[config.mk]
export PLATFORM = sky130hd
export DESIGN_NAME = fmx_seq
export DESIGN_NICKNAME = d
export VERILOG_FILES = /design/src/rtl/fmx_pkg.sv /design/src/rtl/fmx_decode.sv /design/src/rtl/fmx_addr_gen.sv /design/src/rtl/fmx_walk.sv /design/src/rtl/fmx_seq.sv
export SDC_FILE = /design/constraint.sdc
export NUM_CORES = 1
export LEC_CHECK = 0
export BUFFER_PORTS_ARGS = -buffer_cell sky130_fd_sc_hd__buf_2
export CORE_ASPECT_RATIO = 1.4
export CORE_MARGIN = 5
export CORE_UTILIZATION = 55
export DETAILED_ROUTE_END_ITERATION = 16
export HOLD_SLACK_MARGIN = 0.15
export PLACE_DENSITY = 0.87
export SYNTH_ARGS = -nofsm -noshare
export SYNTH_HDL_FRONTEND = slang
export SYNTH_HIERARCHICAL = 1
export SYNTH_SLANG_ARGS = --single-unit
[constraint.sdc]
create_clock -name clk -period 3 [get_ports clk]
set_input_delay 0.3 -clock clk [delete_from_list [all_inputs] [get_ports clk]]
set_output_delay 0.3 -clock clk [all_outputs]
set_load 0.05 [all_outputs]
[src/rtl/fmx_pkg.sv]
package fmx_pkg;

    // Field widths fixed by the instruction format
    localparam int FMX_INSTR_W = 32;
    localparam int FMX_OFF_W   = 8;
    localparam int FMX_REG_W   = 3;
    localparam int FMX_MAXREG  = 4;
    localparam int FMX_CNT_W   = $clog2(FMX_MAXREG + 1);

    // Decoded instruction fields
    typedef struct packed {
        logic                 opc_ok;
        logic                 cp_ok;
        logic                 pre;
        logic                 up;
        logic                 wback;
        logic                 load;
        logic [FMX_REG_W-1:0] first_reg;
        logic [FMX_CNT_W-1:0] nregs;
        logic [FMX_OFF_W-1:0] offset;
    } fmx_dec_t;

    typedef enum logic [1:0] {
        S_IDLE = 2'd0,
        S_XFER = 2'd1,
        S_BAD  = 2'd2,
        S_FIN  = 2'd3
    } fmx_state_e;

endpackage

[src/rtl/fmx_decode.sv]
module fmx_decode
    import fmx_pkg::*;
#(
    parameter int CP_NUM = 2
) (
    input  logic [FMX_INSTR_W-1:0] instr_i,
    output fmx_dec_t               dec_o
);

    logic [1:0] count_sel;
    logic       unused_bits;

    // {Y, X} selects how many registers move
    assign count_sel = {instr_i[22], instr_i[15]};

    // Condition and base register number are consumed elsewhere
    assign unused_bits = ^{instr_i[31:28], instr_i[19:16]};

    always_comb begin
        dec_o.opc_ok    = (instr_i[27:25] == 3'b110);
        dec_o.cp_ok     = (instr_i[11:8] == 4'(CP_NUM));
        dec_o.pre       = instr_i[24];
        dec_o.up        = instr_i[23];
        dec_o.wback     = instr_i[21];
        dec_o.load      = instr_i[20];
        dec_o.first_reg = instr_i[14:12];
        dec_o.offset    = instr_i[7:0];
        unique case (count_sel)
            2'b00:   dec_o.nregs = FMX_CNT_W'(FMX_MAXREG);
            2'b01:   dec_o.nregs = FMX_CNT_W'(1);
            2'b10:   dec_o.nregs = FMX_CNT_W'(2);
            default: dec_o.nregs = FMX_CNT_W'(3);
        endcase
    end

endmodule

[src/rtl/fmx_addr_gen.sv]
module fmx_addr_gen #(
    parameter int ADDR_W     = 32,
    parameter int OFF_W      = 8,
    parameter int STEP_BYTES = 4
) (
    input  logic              clk,
    input  logic              rst_n,
    input  logic              load_i,
    input  logic              step_i,
    input  logic [ADDR_W-1:0] base_i,
    input  logic [OFF_W-1:0]  off_i,
    input  logic              up_i,
    input  logic              pre_i,
    output logic [ADDR_W-1:0] addr_o,
    output logic [ADDR_W-1:0] mod_o
);

    localparam int SHIFT = $clog2(STEP_BYTES);
    localparam logic [ADDR_W-1:0] STEP = ADDR_W'(STEP_BYTES);

    logic [ADDR_W-1:0] scaled;
    logic [ADDR_W-1:0] mod_c;
    logic [ADDR_W-1:0] first_c;
    logic [ADDR_W-1:0] addr_q;
    logic [ADDR_W-1:0] mod_q;

    always_comb begin
        scaled  = ADDR_W'(off_i) << SHIFT;
        mod_c   = up_i ? (base_i + scaled) : (base_i - scaled);
        first_c = pre_i ? mod_c : base_i;
    end

    always_ff @(posedge clk or negedge rst_n) begin
        if (!rst_n) begin
            addr_q <= '0;
            mod_q  <= '0;
        end else if (load_i) begin
            addr_q <= first_c;
            mod_q  <= mod_c;
        end else if (step_i) begin
            addr_q <= addr_q + STEP;
        end
    end

    assign addr_o = addr_q;
    assign mod_o  = mod_q;

endmodule

[src/rtl/fmx_walk.sv]
module fmx_walk #(
    parameter int WPR      = 3,
    parameter int MAX_REGS = 4,
    parameter int REG_W    = 3,
    localparam int CNT_W   = $clog2(MAX_REGS + 1),
    localparam int WORD_W  = $clog2(WPR)
) (
    input  logic              clk,
    input  logic              rst_n,
    input  logic              load_i,
    input  logic              step_i,
    input  logic [CNT_W-1:0]  nregs_i,
    input  logic [REG_W-1:0]  first_reg_i,
    output logic [REG_W-1:0]  reg_o,
    output logic [WORD_W-1:0] word_o,
    output logic              last_o
);

    localparam logic [WORD_W-1:0] WORD_LAST = WORD_W'(WPR - 1);

    logic [REG_W-1:0]  reg_q;
    logic [WORD_W-1:0] word_q;
    logic [CNT_W-1:0]  left_q;
    logic              word_end;

    assign word_end = (word_q == WORD_LAST);

    always_ff @(posedge clk or negedge rst_n) begin
        if (!rst_n) begin
            reg_q  <= '0;
            word_q <= '0;
            left_q <= '0;
        end else if (load_i) begin
            reg_q  <= first_reg_i;
            word_q <= '0;
            left_q <= nregs_i;
        end else if (step_i) begin
            if (word_end) begin
                word_q <= '0;
                reg_q  <= reg_q + REG_W'(1);
                left_q <= left_q - CNT_W'(1);
            end else begin
                word_q <= word_q + WORD_W'(1);
            end
        end
    end

    assign reg_o  = reg_q;
    assign word_o = word_q;
    assign last_o = word_end && (left_q == CNT_W'(1));

endmodule

[src/rtl/fmx_seq.sv]
module fmx_seq
    import fmx_pkg::*;
#(
    parameter int ADDR_W     = 32,
    parameter int WPR        = 3,
    parameter int STEP_BYTES = 4,
    parameter int CP_NUM     = 2,
    localparam int WORD_W    = $clog2(WPR)
) (
    input  logic                   clk,
    input  logic                   rst_n,
    input  logic                   start_i,
    input  logic [FMX_INSTR_W-1:0] instr_i,
    input  logic [ADDR_W-1:0]      base_i,
    output logic                   accept_o,
    output logic                   xfer_valid_o,
    input  logic                   xfer_ready_i,
    output logic [ADDR_W-1:0]      xfer_addr_o,
    output logic                   xfer_load_o,
    output logic [FMX_REG_W-1:0]   xfer_reg_o,
    output logic [WORD_W-1:0]      xfer_word_o,
    output logic                   done_o,
    output logic                   wb_en_o,
    output logic [ADDR_W-1:0]      wb_val_o,
    output logic                   illegal_o
);

    fmx_dec_t   dec;
    fmx_state_e state_q;
    fmx_state_e state_d;
    logic       take;
    logic       legal;
    logic       load_go;
    logic       step;
    logic       last;
    logic       load_q;
    logic       wback_q;

    fmx_decode #(.CP_NUM(CP_NUM)) u_decode (
        .instr_i (instr_i),
        .dec_o   (dec)
    );

    assign take    = (state_q == S_IDLE) && start_i;
    assign legal   = dec.opc_ok && dec.cp_ok;
    assign load_go = take && legal;
    assign step    = (state_q == S_XFER) && xfer_ready_i;

    fmx_addr_gen #(
        .ADDR_W     (ADDR_W),
        .OFF_W      (FMX_OFF_W),
        .STEP_BYTES (STEP_BYTES)
    ) u_addr (
        .clk    (clk),
        .rst_n  (rst_n),
        .load_i (load_go),
        .step_i (step),
        .base_i (base_i),
        .off_i  (dec.offset),
        .up_i   (dec.up),
        .pre_i  (dec.pre),
        .addr_o (xfer_addr_o),
        .mod_o  (wb_val_o)
    );

    fmx_walk #(
        .WPR      (WPR),
        .MAX_REGS (FMX_MAXREG),
        .REG_W    (FMX_REG_W)
    ) u_walk (
        .clk         (clk),
        .rst_n       (rst_n),
        .load_i      (load_go),
        .step_i      (step),
        .nregs_i     (dec.nregs),
        .first_reg_i (dec.first_reg),
        .reg_o       (xfer_reg_o),
        .word_o      (xfer_word_o),
        .last_o      (last)
    );

    // Per-operation flags captured at accept
    always_ff @(posedge clk or negedge rst_n) begin
        if (!rst_n) begin
            load_q  <= 1'b0;
            wback_q <= 1'b0;
        end else if (load_go) begin
            load_q  <= dec.load;
            wback_q <= dec.wback;
        end
    end

    // Next-state logic
    always_comb begin
        state_d = state_q;
        unique case (state_q)
            S_IDLE: if (take) state_d = legal ? S_XFER : S_BAD;
            S_XFER: if (step && last) state_d = S_FIN;
            S_BAD:  state_d = S_IDLE;
            S_FIN:  state_d = S_IDLE;
            default: state_d = S_IDLE;
        endcase
    end

    // State register
    always_ff @(posedge clk or negedge rst_n) begin
        if (!rst_n) state_q <= S_IDLE;
        else        state_q <= state_d;
    end

    // Outputs
    always_comb begin
        accept_o     = 1'b0;
        xfer_valid_o = 1'b0;
        done_o       = 1'b0;
        wb_en_o      = 1'b0;
        illegal_o    = 1'b0;
        unique case (state_q)
            S_IDLE: accept_o = 1'b1;
            S_XFER: xfer_valid_o = 1'b1;
            S_BAD:  illegal_o = 1'b1;
            S_FIN: begin
                done_o  = 1'b1;
                wb_en_o = wback_q;
            end
            default: accept_o = 1'b0;
        endcase
    end

    assign xfer_load_o = load_q;

endmodule

==> out/qor.txt <==
Status: finished, violations left
Failing checks: negative setup slack
Root Driver: clkbuf_16
CP startpoint kind: primary input
Number of buffers created by CTS: 9
Rows: 44
Syn_area_per_cell: 8.87 µm²
Relative slew margins: 36.2%
Maximum vdd drop: 0.493 mV
Post-Syn Instances: 651
TritonCTS clock tree: done
Design Power: 4360 µW
Die Height: 131 µm
Synth area leader: dfrtp_1
CP endpoint kind: register
Chip width: 96.6 µm
Switching Fraction: 41.4%
Global placement routability congestion: 0.940
Via density: 5.88
Sequential share of the synthesized area: 32.9%
Combinational share of power: 44.4%
Layout fillers: 749
Final Cycle Share: 108%
H-tree Lvls: 3
CP required: 3.20 ns
P_int: 2550 µW
Largest net degree at the start of global routing: 77
Setup tns final: -2.31 ns
CP max stage delay: 0.37 ns
CP Max Fanout: 4
Initial Utilization: 55.8%
Final Skew: 0.00928 ns
Crit path cell chain: buf_8, nor2_4, nor4b_4, nor3b_2, ha_2, mux2_4, ha_4, a21oi_2, a21bo_2, and2_4, a221o_1, a41oi_2, o21ai_1, xnor2_1, a31oi_1
Clock network power share: 25.0%
Final Setup Violations: 21
Via count: 6048
Hold Path Class: primary input to async pin
Hold WS: 0.102 ns
Hold Fails Final Rpt: 0
Antenna Cells: 0
Layout cell share with drive strength beyond 1: 41.9%
Max-slew violations: 0
Drt pass-1 iters: 5
Layout net count: 991
CP max stage cell: a221o_1
Clk Latency, worst-skew pair: 0.34 ns
Synthesized Nets: 755
Core Util, Final: 78.1%
Clk slew on worst S/H paths: 0.06 ns
Core area: 0.0103 mm²
DP HPWL: 15.3 mm
Yosys Warn Count: 6
DRT antenna net count: 0
RSZ-0062 raised after global routing: true
Pwr Density: 539 mW/mm²
Flops & latches, synth: 76
Final worst path period need: 3.24 ns
Synth top area share: 32.9%
Clock sinks: 76
List of most frequent post-synthesis cells: dfrtp_1 (76), nand2_1 (58), a21oi_1 (56)
Synth top area cells: dfrtp_1 (33%), ha_1 (7.6%), xnor2_1 (5.6%), a21oi_1 (4.9%), xor2_1 (4.4%)
Post-synthesis cell type count: 64
Iteration-0 DRC Markers: 365
Final WS setup: -0.237 ns
Wire length per cell: 19.4 µm
Crit path DAT: 3.43 ns
CP Class: primary input to register
Global-route wire length before repair: 31.0 mm
Worst R2R Setup Slack: 0.38 ns
Maxcap violations: 0
Aggregate routed wire length: 19.9 mm
Hold buffers post-CTS: 0
Top FF cell, synth: dfrtp_1
Io pins: 143
EDFF count, synth: 0
Total die area: 0.0127 mm²
Number of global-route vias before repair: 6325
Initial antenna violation count: 0
DRC viols: 0
Worst-Margin Slew: 0.957 ns
Max Freq: 309 MHz
Sequential share of power: 30.6%
Gr usage total: 31.5%
Leakage power: 0.00410 µW
Count leader, synth: dfrtp_1
Post-synth ARST share: 100%
Grt ovf: 0
PortBufs: 134
NetSw: 1810 µW
Area growth, synth to finish: 40.0%
Post-Syn Area: 0.00577 mm²
CTS Buffer Depth: 2
[timing repair]
action,in CTS,in global routing
gates cloned,0,0
buffers inserted,4,3
pin swaps,36,31
hold endpoints to repair,0,0
setup endpoints to repair,28,35
resized for setup,26,23
[area by class of cell]
cell class / count / area, µm² / share of cell area, %
inverter: 23 / 86.3 / 1.07
tap: 138 / 173 / 2.14
sequential: 76 / 1900 / 23.5
clock buffer: 9 / 225 / 2.79
timing repair buffer: 270 / 1710 / 21.2
clock inverter: 6 / 63.8 / 0.790
multi-input combinational: 507 / 3920 / 48.5
[cells by family after synthesis]
| group | Yosys count | share of synthesized area [%] |
|---|---|---|
| xor+xnor | 66 | 10.0 |
| buf+inv | 68 | 5.70 |
| fa+ha+maj | 36 | 7.93 |
| mux | 37 | 7.20 |
| compound gates | 173 | 18.4 |
| flops | 76 | 32.9 |
| simple gates | 195 | 17.8 |
[worst max-delay path: cells and delay by family]
family / cells / cell delay [ns]
muxes: 1 / 0.30
adders and majority gates: 2 / 0.53
buffers and inverters: 1 / 0.10
AOI/OAI and AO/OA: 6 / 1.23
xor gates and xnor gates: 1 / 0.26
and+or+nand+nor: 4 / 0.72
[routing by layer]
layer	share of wire, %	vias up	GRT usage (%)
met5	0	-	0
met4	7.2	0	20.0
met3	5.8	89	4.58
met2	52	288	56.8
met1	34	2869	32.7
li1	-	2802	-
[final timing paths]
kind	end	cells after the start	from
worst min register to register	u_addr/mod_o[23]$_DFFE_PN0P_	2	u_addr/mod_o[23]$_DFFE_PN0P_
min in group clk	u_walk/reg_o[0]$_DFFE_PN0P_	3	instr_i[12]
worst min-delay path	u_addr/addr_o[1]$_DFFE_PN0P_	1	rst_n
worst max-delay path	u_addr/addr_o[24]$_DFFE_PN0N_	15	instr_i[2]
worst max register to register	u_addr/addr_o[28]$_DFFE_PN0N_	10	state_q[0]$_DFFE_PN0P_
max in group asynchronous	u_addr/addr_o[2]$_DFFE_PN0N_	1	rst_n
[state kept, by name, summed over array words and instances (netlist names)]
register / cells
state_q: 2
u_addr/addr_o: 32
u_addr/mod_o: 32
u_walk/left_q: 3
u_walk/reg_o: 3
u_walk/word_o: 2
wback_q: 1
xfer_load_o: 1
[stage by stage]
stage	cells	instance area, µm²	setup slack (ns)
6_report	1029	8080	-0.237
3_3_place_gp	1009	7490	-0.580
3_5_place_dp	1009	7490	-0.666
4_1_cts	1027	7930	-0.206
2_1_floorplan	651	5910	-0.348
5_1_grt	1029	8080	-0.337
[placed cells by master (no fill, tap or decap), types with 4 or more instances in the layout]
master	Yosys	layout
mux2_2	20	14
o211ai_1	6	6
nand4_1	10	10
nor2b_1	5	5
xor2_1	29	29
a21oi_1	56	45
nand2_1	58	58
buf_2	2	131
a21oi_2	0	7
nor3_1	18	13
inv_1	22	22
nor3_2	0	5
nor2_1	42	37
clkbuf_16	0	9
xnor2_1	37	34
nor2_4	1	4
nand3_1	14	14
a21o_1	24	23
buf_4	15	136
and3_1	9	9
ha_1	35	31
o22ai_1	5	5
a21oi_4	0	4
o21ai_1	10	12
a31oi_1	7	5
or3_1	5	5
o21ai_0	39	35
mux2i_1	13	13
mux2_4	4	10
dfrtp_1	76	76
[power by group through the flow]
stage          Sequential, µW  Clock [µW]  Combinational, µW
5_1_grt                  1350        1140               2050
4_1_cts                  1330        1100               1880
3_5_place_dp             1340           0               1810
2_1_floorplan            1770           0                727
6_report                 1330        1090               1930
3_3_place_gp             1330           0               1760
Note: power is estimated with default switching activity, not from simulation.
